--- src/rtl/frame_seq.sv ---
module frame_seq #(
  parameter int M0_S0 = 7456,
  parameter int M0_S1 = 7458,
  parameter int M0_S2 = 7457,
  parameter int M0_S3 = 1,
  parameter int M0_S4 = 1,
  parameter int M0_S5 = 7457,
  parameter int M1_S0 = 7458,
  parameter int M1_S1 = 7456,
  parameter int M1_S2 = 7458,
  parameter int M1_S3 = 7456,
  parameter int M1_S4 = 7454
) (
  input  logic       clk,
  input  logic       rst,
  input  logic       ce,
  input  logic       wr,
  input  logic       wr_mode,
  input  logic       wr_inh,
  input  logic       ack,
  output logic       len_clk,
  output logic       irq,
  output logic [2:0] step
);

  function automatic int mx(input int a, input int b);
    return (a > b) ? a : b;
  endfunction

  localparam int MAXD = mx(mx(mx(mx(M0_S0, M0_S1), mx(M0_S2, M0_S3)), mx(M0_S4, M0_S5)),
                           mx(mx(mx(M1_S0, M1_S1), mx(M1_S2, M1_S3)), M1_S4));
  localparam int CW = $clog2(MAXD) + 1;

  logic          mode_q, inh_q, set_q, len_q, irq_q;
  logic [2:0]    step_q, nxt;
  logic [CW-1:0] cyc_q, last_v;
  logic          last, adv, len_hit, irq_hit;

  always_comb begin
    last_v = '0;
    if (!mode_q) begin
      case (step_q)
        3'd0:    last_v = CW'(M0_S0 - 1);
        3'd1:    last_v = CW'(M0_S1 - 1);
        3'd2:    last_v = CW'(M0_S2 - 1);
        3'd3:    last_v = CW'(M0_S3 - 1);
        3'd4:    last_v = CW'(M0_S4 - 1);
        default: last_v = CW'(M0_S5 - 1);
      endcase
    end else begin
      case (step_q)
        3'd0:    last_v = CW'(M1_S0 - 1);
        3'd1:    last_v = CW'(M1_S1 - 1);
        3'd2:    last_v = CW'(M1_S2 - 1);
        3'd3:    last_v = CW'(M1_S3 - 1);
        default: last_v = CW'(M1_S4 - 1);
      endcase
    end
  end

  assign last    = (cyc_q == last_v);
  assign adv     = ce && last;
  assign nxt     = (step_q == (mode_q ? 3'd4 : 3'd5)) ? 3'd0 : step_q + 3'd1;
  assign len_hit = mode_q ? (nxt == 3'd0 || nxt == 3'd2) : (nxt == 3'd1 || nxt == 3'd4);
  assign irq_hit = !mode_q && !inh_q && (nxt >= 3'd3);

  always_ff @(posedge clk) begin
    if (rst) begin
      mode_q <= 1'b0;
      inh_q  <= 1'b0;
      step_q <= '0;
      cyc_q  <= '0;
      len_q  <= 1'b0;
      set_q  <= 1'b0;
      irq_q  <= 1'b0;
    end else if (wr) begin
      mode_q <= wr_mode;
      inh_q  <= wr_inh;
      step_q <= '0;
      cyc_q  <= '0;
      len_q  <= 1'b0;
      set_q  <= 1'b0;
      if (wr_inh) irq_q <= 1'b0;
    end else begin
      len_q <= adv && len_hit;
      set_q <= adv && irq_hit;
      if (ce) begin
        if (last) begin
          step_q <= nxt;
          cyc_q  <= '0;
        end else begin
          cyc_q <= cyc_q + 1'b1;
        end
      end
      if (inh_q)      irq_q <= 1'b0;
      else if (set_q) irq_q <= 1'b1;
      else if (ack)   irq_q <= 1'b0;
    end
  end

  assign len_clk = len_q;
  assign irq     = irq_q;
  assign step    = step_q;

endmodule


--- config.mk ---
export PLATFORM = sky130hd
export DESIGN_NAME = frame_seq
export DESIGN_NICKNAME = d
export VERILOG_FILES = /design/src/rtl/frame_seq.sv
export SDC_FILE = /design/constraint.sdc
export NUM_CORES = 1
export LEC_CHECK = 0
export ABC_AREA = 1
export ABC_CLOCK_PERIOD_IN_PS = 2550
export CAP_MARGIN = 30
export CORE_MARGIN = 5
export CORE_UTILIZATION = 40
export DETAILED_ROUTE_END_ITERATION = 8
export GPL_TIMING_DRIVEN = 1
export PLACE_DENSITY = 0.59
export SKIP_LAST_GASP = 1
export SLEW_MARGIN = 20
export SYNTH_ARGS = -nofsm -noshare
export SYNTH_HDL_FRONTEND = slang
export SYNTH_SLANG_ARGS = --single-unit
export TNS_END_PERCENT = 30
--- constraint.sdc ---
create_clock -name clk -period 2.55 [get_ports clk]
set_clock_uncertainty 0.1 [all_clocks]
set_input_delay 0.255 -clock clk [delete_from_list [all_inputs] [get_ports clk]]
set_output_delay 0.255 -clock clk [all_outputs]
set_load 0.1 [all_outputs]
==> flow_summary.toml, run 1 <==
[sta]
hold_viol_final = 0
tightest_slew_ns = 0.3362
relSlewSlack = 0.7755
post-route-period-util = 0.7914
drv_slew = 0
fin_crit_ns = 2.018
setup_viol = 0
rsz0062_at_grt = "false"
max_freq_ghz = 0.4955
timing.final.ws_setup_ns = 0.5320
finalSetupTns_ns = 0

[route]
dr_total_vias = 1313
wl_mm = 2.992
drtPass1Iterations = 4
wl_per_cell_um = 10.80
ant_nets = 0
drt_iter0_drc = 64
vias_per_cell = 4.740
post-route-drc-count = 0

[die]
die_area_mm2 = 0.004794
core_mm2 = 0.003363
fp.dieH_um = 69.24
rows = 21
ios = 12
die_w_um = 69.24
start_util = 0.4174

[clocking]
cts.hold.buffers_added = 0
clock_latency_ns = 0.31
postCtsSetupRepairBufs = 0
cts_tree = "yes"
cts_buffers = 3
post_cts_resized = 0
cts-root-buf = "clkbuf_4"
clockBufferDepth = 2
htreeDepth = 1
clkTransAtPathRegs_ns = 0.13
clkSinkCount = 22

[finish]
syn_to_final_growth_pct = 15.78
nNetsFinal = 245
antenna_cells = 0
post-route-util = 0.4833
layout-drive-gt1-share = 0.1212

[global_route]
antenna_found_initial = 0
grt_use_total = 0.1300
grt_max_degree = 14
grt_overflow_total = 0
grt_pass1_vias = 1163
grt_pass1_wl_mm = 5.209

[placement]
place_ws_ns = 0.5284
place_congestion = 0.8096
hpwlAfterDp_mm = 2.430
portBuffers = 11

[synth]
netlist_instances = 215
yosysMostFrequentCell = "nand2_1"
async_flop_share = 0
synth_area_per_cell_um2 = 6.530
yosysTopAreaCellShare = 0.3137
synthTopCellsByCount = "55 x nand2_1, 35 x nor2_1, 29 x inv_1"
synth_edf_count = 0
ys_types = 29
synthTopCellsByArea = "dfxtp_1 31%, nand2_1 15%, nor2_1 9.4%, inv_1 7.8%, ha_1 5.3%"
synth_area_mm2 = 0.001404
synth_warnings = 0
yosysSeqAreaShare = 0.3137
synth-main-ff-cell = "dfxtp_1"
synth_nets = 228
synth_seq_cells = 22
post-synth-top-area-cell = "dfxtp_1"

[hold_path]
hold_end = "irq"
hold_start = "irq"
hold_path_class = "reg2reg"
worstHoldPathCells = 2

[setup_path]
reg2reg_from = "step[0]"
cp.arrival_ns = 2.14
critPathMaxFanout = 9
worstPathRequired_ns = 2.67
crit_path_end_kind = "flip-flop"
slowest_stage = "dfxtp_2"
cpPeakStageDelay_ns = 0.40
r2r_cells = 12
critPathKind = "reg2reg"
crit_path_cell_trace = "inv_1, ha_1, nor2_1, nor2_1, nand2_1, nand2_1, nand2_1, nand3_1, nor2_4, nand3_4, nand2_4, nor2_1"
r2r-end = "cyc_q[11]"
startpoint_type = "flip-flop"
rrSetupSlack_ns = 0.53
critPathLaunch = "step[0]"

[power]
irDropWorstVdd_uv = 168.0
power_density_mw_per_mm2 = 416.1
p_leak_nw = 0.6761
p_total_uw = 676.2

[run]
drv_cap = 0

[outcome]
outcome = "completed"
## metal layers
metal	GRT usage	wire length (um)
met1	0.1944	1659
met2	0.1864	1274
met3	0.02464	48
met4	0.03905	10
met5	0	0
## layout by cell type, fill, tap and decap left out
cell	instances
nand3_2	1
nand3b_1	2
dfxtp_1	20
nand2_1	55
xnor2_1	1
o21ai_1	1
buf_4	7
a21oi_1	8
ha_1	6
nand3_1	12
o22ai_1	1
or2_2	1
a21oi_2	1
nor4_1	1
o211ai_1	2
nor3_1	2
bufinv_16	1
inv_2	2
nor3_2	2
nand4_1	10
nor2_4	2
nand2_4	1
clkbuf_4	3
nand3_4	1
and2_1	1
nand2_2	2
nor2_2	2
xor2_1	5
nor2_1	35
inv_1	29
dfxtp_2	2
clkdlybuf4s50_1	6
o21ai_0	6
## worst max-delay path by stage
stage	endpoint	slack, ns	depth (start not counted)
6_report	cyc_q[11]	0.53	12
5_1_grt	step[0]	0.33	12
4_1_cts	cyc_q[11]	0.50	12
3_5_place_dp	cyc_q[11]	0.53	12
3_3_place_gp	cyc_q[11]	0.54	12
2_1_floorplan	cyc_q[11]	0.06	12
## layout make-up
type,count,area [um^2]
Timing Repair Buffer,13,112.6
Inverter,31,116.4
Clock inverter,1,30.03
Sequential cell,22,442.9
Tap cell,46,57.56
Clock buffer,3,22.52
Multi-Input combinational cell,161,843.3
Fill cell,369,1738
## logic make-up after synthesis
group	count (synthesis)	share of synthesized area
simple gates	130	0.4349
compound gates	19	0.07487
flops	22	0.3137
fa+ha+maj	6	0.05347
xor+xnor	6	0.03743
buf+inv	32	0.08556
## worst max-delay path: cells and delay by family, from the launching register on
| family | cells | cell delay [ns] |
|---|---|---|
| fa+ha+maj | 1 | 0.23 |
| flops | 1 | 0.40 |
| buf+inv | 1 | 0.12 |
| simple gates | 10 | 1.08 |
## flip-flops by register name (all words and copies together) (netlist names)
| name | count |
|---|---|
| cyc_q | 14 |
| inh_q | 1 |
| irq | 1 |
| len_clk | 1 |
| mode_q | 1 |
| set_q | 1 |
| step | 3 |
## per-stage QoR
step	hold slack (ns)	cell area, um^2	instances
global route	0.4195	1625	277
floorplan	0.2241	1406	215
detailed placement	0.3655	1573	273
CTS	0.3860	1625	277
global placement	0.3687	1573	273
finish	0.3851	1625	277
## report_power, final
group	switching, mW	internal (mW)	leakage [nW]
logic	0.0297	0.0220	0.469
registers	0.00523	0.347	0.179
clock network	0.114	0.159	0.0279
No activity file was read; power rests on OpenSTA's default activity.
==> run 2: changes to the inputs <==
- ABC_CLOCK_PERIOD_IN_PS: 2550 -> 1700
- PLACE_DENSITY: 0.59 -> 0.61
- clock period: 2.55 -> 1.7 ns (I/O delays scaled with it)
==> flow_summary.toml, run 2 (same netlist as run 1, synthesis figures left out) <==
[route]
drtPass1Iterations = 4
ant_nets = 0
vias_per_cell = 4.743
wl_mm = 3.470
dr_total_vias = 1437
wl_per_cell_um = 11.45
drt_iter0_drc = 56
post-route-drc-count = 0

[die]
die_w_um = 69.24
rows = 21
core_mm2 = 0.003363
ios = 12
die_area_mm2 = 0.004794
start_util = 0.4174
fp.dieH_um = 69.24

[finish]
layout-drive-gt1-share = 0.2879
fillers = 334
final_cell_mix = "51 x nand2_1, 32 x nor2_1, 27 x buf_4"
nNetsFinal = 271
antenna_cells = 0
syn_to_final_growth_pct = 41.71
largest_register_ff_count = 14
post-route-util = 0.5915
regMostFlops = "cyc_q"
final_common_cell = "nand2_1"

[power]
p_leak_nw = 0.8343
power_density_mw_per_mm2 = 435.3
irDropWorstVdd_uv = 413.0

[global_route]
grt_pass1_wl_mm = 6.051
antenna_found_initial = 0
grt_overflow_total = 0
grt_max_degree = 14
grt_pass1_vias = 1311
grt_use_total = 0.1532

[run]
drv_cap = 0

[setup_path]
worstPathRequired_ns = 1.81
critPathMaxFanout = 7
startpoint_type = "flip-flop"
rrSetupSlack_ns = -0.18
critPathKind = "reg2reg"
cp.arrival_ns = 1.99
crit_path_end_kind = "flip-flop"

[clocking]
clkSinkCount = 22
clockBufferDepth = 2
cts.hold.buffers_added = 0
cts_buffers = 3
cts-root-buf = "clkbuf_4"
htreeDepth = 1
cts_tree = "yes"
clkTransAtPathRegs_ns = 0.13
clock_latency_ns = 0.32

[sta]
drv_slew = 0
post-route-period-util = 1.106
relSlewSlack = 0.7336
timing.final.ws_setup_ns = -0.1800
max_freq_ghz = 0.5319
fin_crit_ns = 1.880
hold_viol_final = 0
finalSetupTns_ns = -2.355
tightest_slew_ns = 0.3990
rsz0062_at_grt = "true"
setup_viol = 16

[placement]
portBuffers = 11
place_ws_ns = -0.1807
place_congestion = 0.8370
hpwlAfterDp_mm = 2.709

[outcome]
outcome = "complete, but fails checks"
violations = "negative setup slack"

[hold_path]
hold_path_class = "in2reg"
-- run 2: cell types whose count changed in the layout (fill, tap and decap cells not counted), sizes merged --
cell / before / now
buf: 7 / 32
bufinv: 1 / 0
clkinv: 0 / 1
nand2: 58 / 59
-- run 2: power breakdown --
group          internal, mW  switching, mW  total [mW]
Combinational        0.0425         0.0528      0.0953
Sequential            0.515        0.00766       0.523
Clock                0.0859          0.162       0.248
-- run 2: metal layers --
metal  global-route usage  up-vias  wire length (um)
li1                     -      776                 -
met1               0.2235      639              1788
met2               0.2267       18              1549
met3              0.02029        4                74
met4              0.05857        0                57
met5                    0        -                 0
-- run 2: what timing repair did --
action	CTS	global route
gates resized for setup	1	18
setup buffers	1	0
pin swaps	4	9
cloned	1	0
setup endpoints to repair	16	17
hold endpoints to repair	0	0
-- run 2: per-stage QoR --
stage	cells	hold WS, ns	cell area, um^2	total power, mW
2_1_floorplan	215	0.1391	1478	0.5804
3_3_place_gp	297	0.3886	1887	0.6216
3_5_place_dp	297	0.3849	1887	0.6223
4_1_cts	303	0.3769	1931	0.8668
5_1_grt	303	0.3978	1989	0.9069
6_report	303	0.3780	1989	0.8660
-- run 2: final timing paths --
path                 from        to  cells after the start
hold reg to reg     set_q       irq                      2
setup / recovery  step[1]  cyc_q[5]                     12
setup reg to reg  step[1]  cyc_q[5]                     12
hold / removal        rst       irq                      2
-- run 2: layout make-up --
class | count | area [um^2] | area share
multi-input combinational | 162 | 964.7 | 0.4849
clock buffer | 3 | 22.52 | 0.01132
timing repair buffer | 38 | 362.8 | 0.1824
sequential | 22 | 451.7 | 0.2270
tap | 46 | 57.56 | 0.02893
clock inverter | 1 | 3.754 | 0.001887
inverter | 31 | 126.4 | 0.06352
-- run 2: worst max-delay path, cell delays in order, from the launching register on --
cell	delay [ns]
dfxtp_4	0.40
buf_4	0.14
ha_4	0.14
nor2_2	0.11
nor2_1	0.07
nand2_2	0.07
nand2_2	0.07
nand2_2	0.07
nand3_2	0.08
nor2_4	0.17
nand3_4	0.15
nand2_2	0.15
nor2_1	0.04
==> run 3: changes to the inputs <==
- ABC_CLOCK_PERIOD_IN_PS: 1700 -> 2000
- GPL_TIMING_DRIVEN: 1 -> 0
- PLACE_DENSITY: 0.61 -> 0.59
- clock period: 1.7 -> 2 ns (I/O delays scaled with it)
==> flow_summary.toml, run 3 (same netlist as run 1, synthesis figures left out) <==
[setup_path]
crit_path_cell_trace = "ha_4, ha_4, inv_1, nand2_2, nor2_4, nand2_2, nand2_2, a21oi_2, nor2_4, nand3_4, nand2_8, nor2_2"
cpPeakStageDelay_ns = 0.41
critPathMaxFanout = 7
critPathLaunch = "step[0]"
crit_buf_inv = 1
crit_top_cell = "nand2_2"
crit_family = "simple AND/OR/NAND/NOR gates"
worstPathRequired_ns = 2.11
critPathKind = "reg2reg"
slowest_stage = "dfxtp_4"
reg2reg_from = "step[0]"
startpoint_type = "flip-flop"
cp.arrival_ns = 2.04
crit_path_end_kind = "flip-flop"

[global_route]
grt_overflow_total = 0
grt_max_degree = 13
antenna_found_initial = 0
grt_use_total = 0.1321
grt_pass1_wl_mm = 5.313
grt_pass1_vias = 1167

[die]
start_util = 0.4174
rows = 21
core_mm2 = 0.003363
fp.dieH_um = 69.24
die_w_um = 69.24
die_area_mm2 = 0.004794
ios = 12

[power]
power_density_mw_per_mm2 = 434.3
p_leak_nw = 0.7225
p_total_uw = 771.6
irDropWorstVdd_uv = 253.7

[finish]
final_cell_mix = "51 x nand2_1, 29 x nor2_1, 26 x inv_1"
layout-drive-gt1-share = 0.2137
post-route-util = 0.5283
final_common_cell = "nand2_1"
final_cells = 280
fillers = 364
syn_to_final_growth_pct = 26.56
regMostFlops = "cyc_q"
multiInputGateArea_um2 = 974.7
seqCellArea_um2 = 454.2
largest_register_ff_count = 14
nNetsFinal = 248
antenna_cells = 0

[route]
wl_mm = 3.261
drtPass1Iterations = 4
drt_iter0_drc = 80
vias_per_cell = 4.718
post-route-drc-count = 0
wl_per_cell_um = 11.65
dr_total_vias = 1321
ant_nets = 0

[clocking]
cts_tree = "yes"
cts_buffers = 3
cts-root-buf = "clkbuf_4"
clkSinkCount = 22
clock_latency_ns = 0.31
htreeDepth = 1
clkTransAtPathRegs_ns = 0.13
cts.hold.buffers_added = 0
clockBufferDepth = 2

[sta]
hold_viol_final = 0
post-route-period-util = 0.9676
drv_slew = 0
tightest_slew_ns = 0.9551
finalSetupTns_ns = 0
relSlewSlack = 0.3658
max_freq_ghz = 0.5168
setup_viol = 0
hold_ws_ns = 0.3877
fin_crit_ns = 1.935
rsz0062_at_grt = "true"

[placement]
hpwlAfterDp_mm = 2.336
dp_cells = 272
place_congestion = 0.8293
portBuffers = 11

[run]
drv_cap = 0

[hold_path]
hold_start = "irq"
hold_path_class = "reg2reg"

[outcome]
outcome = "completed"
==> run 3: cell types whose count changed in the layout (fill, tap and decap cells not counted), moves of 2 or more <==
| cell | before | now |
|---|---|---|
| dfxtp_2 | 0 | 2 |
| buf_4 | 27 | 3 |
| nor2_1 | 32 | 29 |
| buf_12 | 5 | 0 |
| nor2_2 | 3 | 6 |
| dfxtp_1 | 19 | 17 |
| inv_1 | 24 | 26 |
| dlygate4sd2_1 | 0 | 5 |
==> run 3: worst register-to-register path, delay by kind of cell (launching register included) <==
kind | cells | cell delay (ns)
DFF | 1 | 0.41
adders and majority gates | 2 | 0.31
buffers and inverters | 1 | 0.05
and+or+nand+nor | 8 | 0.88
AOI/OAI and AO/OA | 1 | 0.08
==> run 3: through the flow <==
stage | cell area, um^2 | worst slack (ns)
2_1_floorplan | 1415 | 0.006247
6_report | 1777 | 0.06483
5_1_grt | 1777 | -0.04946
4_1_cts | 1613 | -0.07085
3_3_place_gp | 1583 | -0.05617
3_5_place_dp | 1583 | -0.04845
==> run 3: per-layer routing <==
layer / share of wire / vias up / track usage
met5: 0 / - / 0
met4: 0.0058 / 0 / 0.03254
met3: 0.027 / 2 / 0.02319
met2: 0.43 / 18 / 0.1949
met1: 0.53 / 570 / 0.1973
li1: - / 731 / -
==> run 3: what timing repair did <==
action	CTS	global route
cloned	0	1
pin swaps	0	12
setup endpoints to repair	17	15
buffers inserted	0	3
gates resized for setup	5	35
==> run 3: cell type report <==
cell class / instances / share of cell area
Tap cell: 46 / 0.03239
Buffer: 1 / 0.002113
Sequential cell: 22 / 0.2556
Clock buffer: 4 / 0.02042
Inverter: 31 / 0.06972
Multi-Input combinational cell: 162 / 0.5486
Timing Repair Buffer: 14 / 0.07113
==> run 3: report_power, final <==
group / internal (mW) / leakage [nW] / total, mW / switching (mW)
clock network: 0.111 / 0.0210 / 0.252 / 0.141
registers: 0.438 / 0.181 / 0.445 / 0.00694
logic: 0.0287 / 0.520 / 0.0741 / 0.0454
total: 0.578 / 0.723 / 0.772 / 0.194
==> run 3: path summary, 6_finish.rpt <==
check,endpoint,slack (ns),cells past startpoint
hold / removal,irq,0.39,2
setup reg to reg,cyc_q[11],0.06,12
setup / recovery,cyc_q[11],0.06,12
hold reg to reg,irq,0.39,2
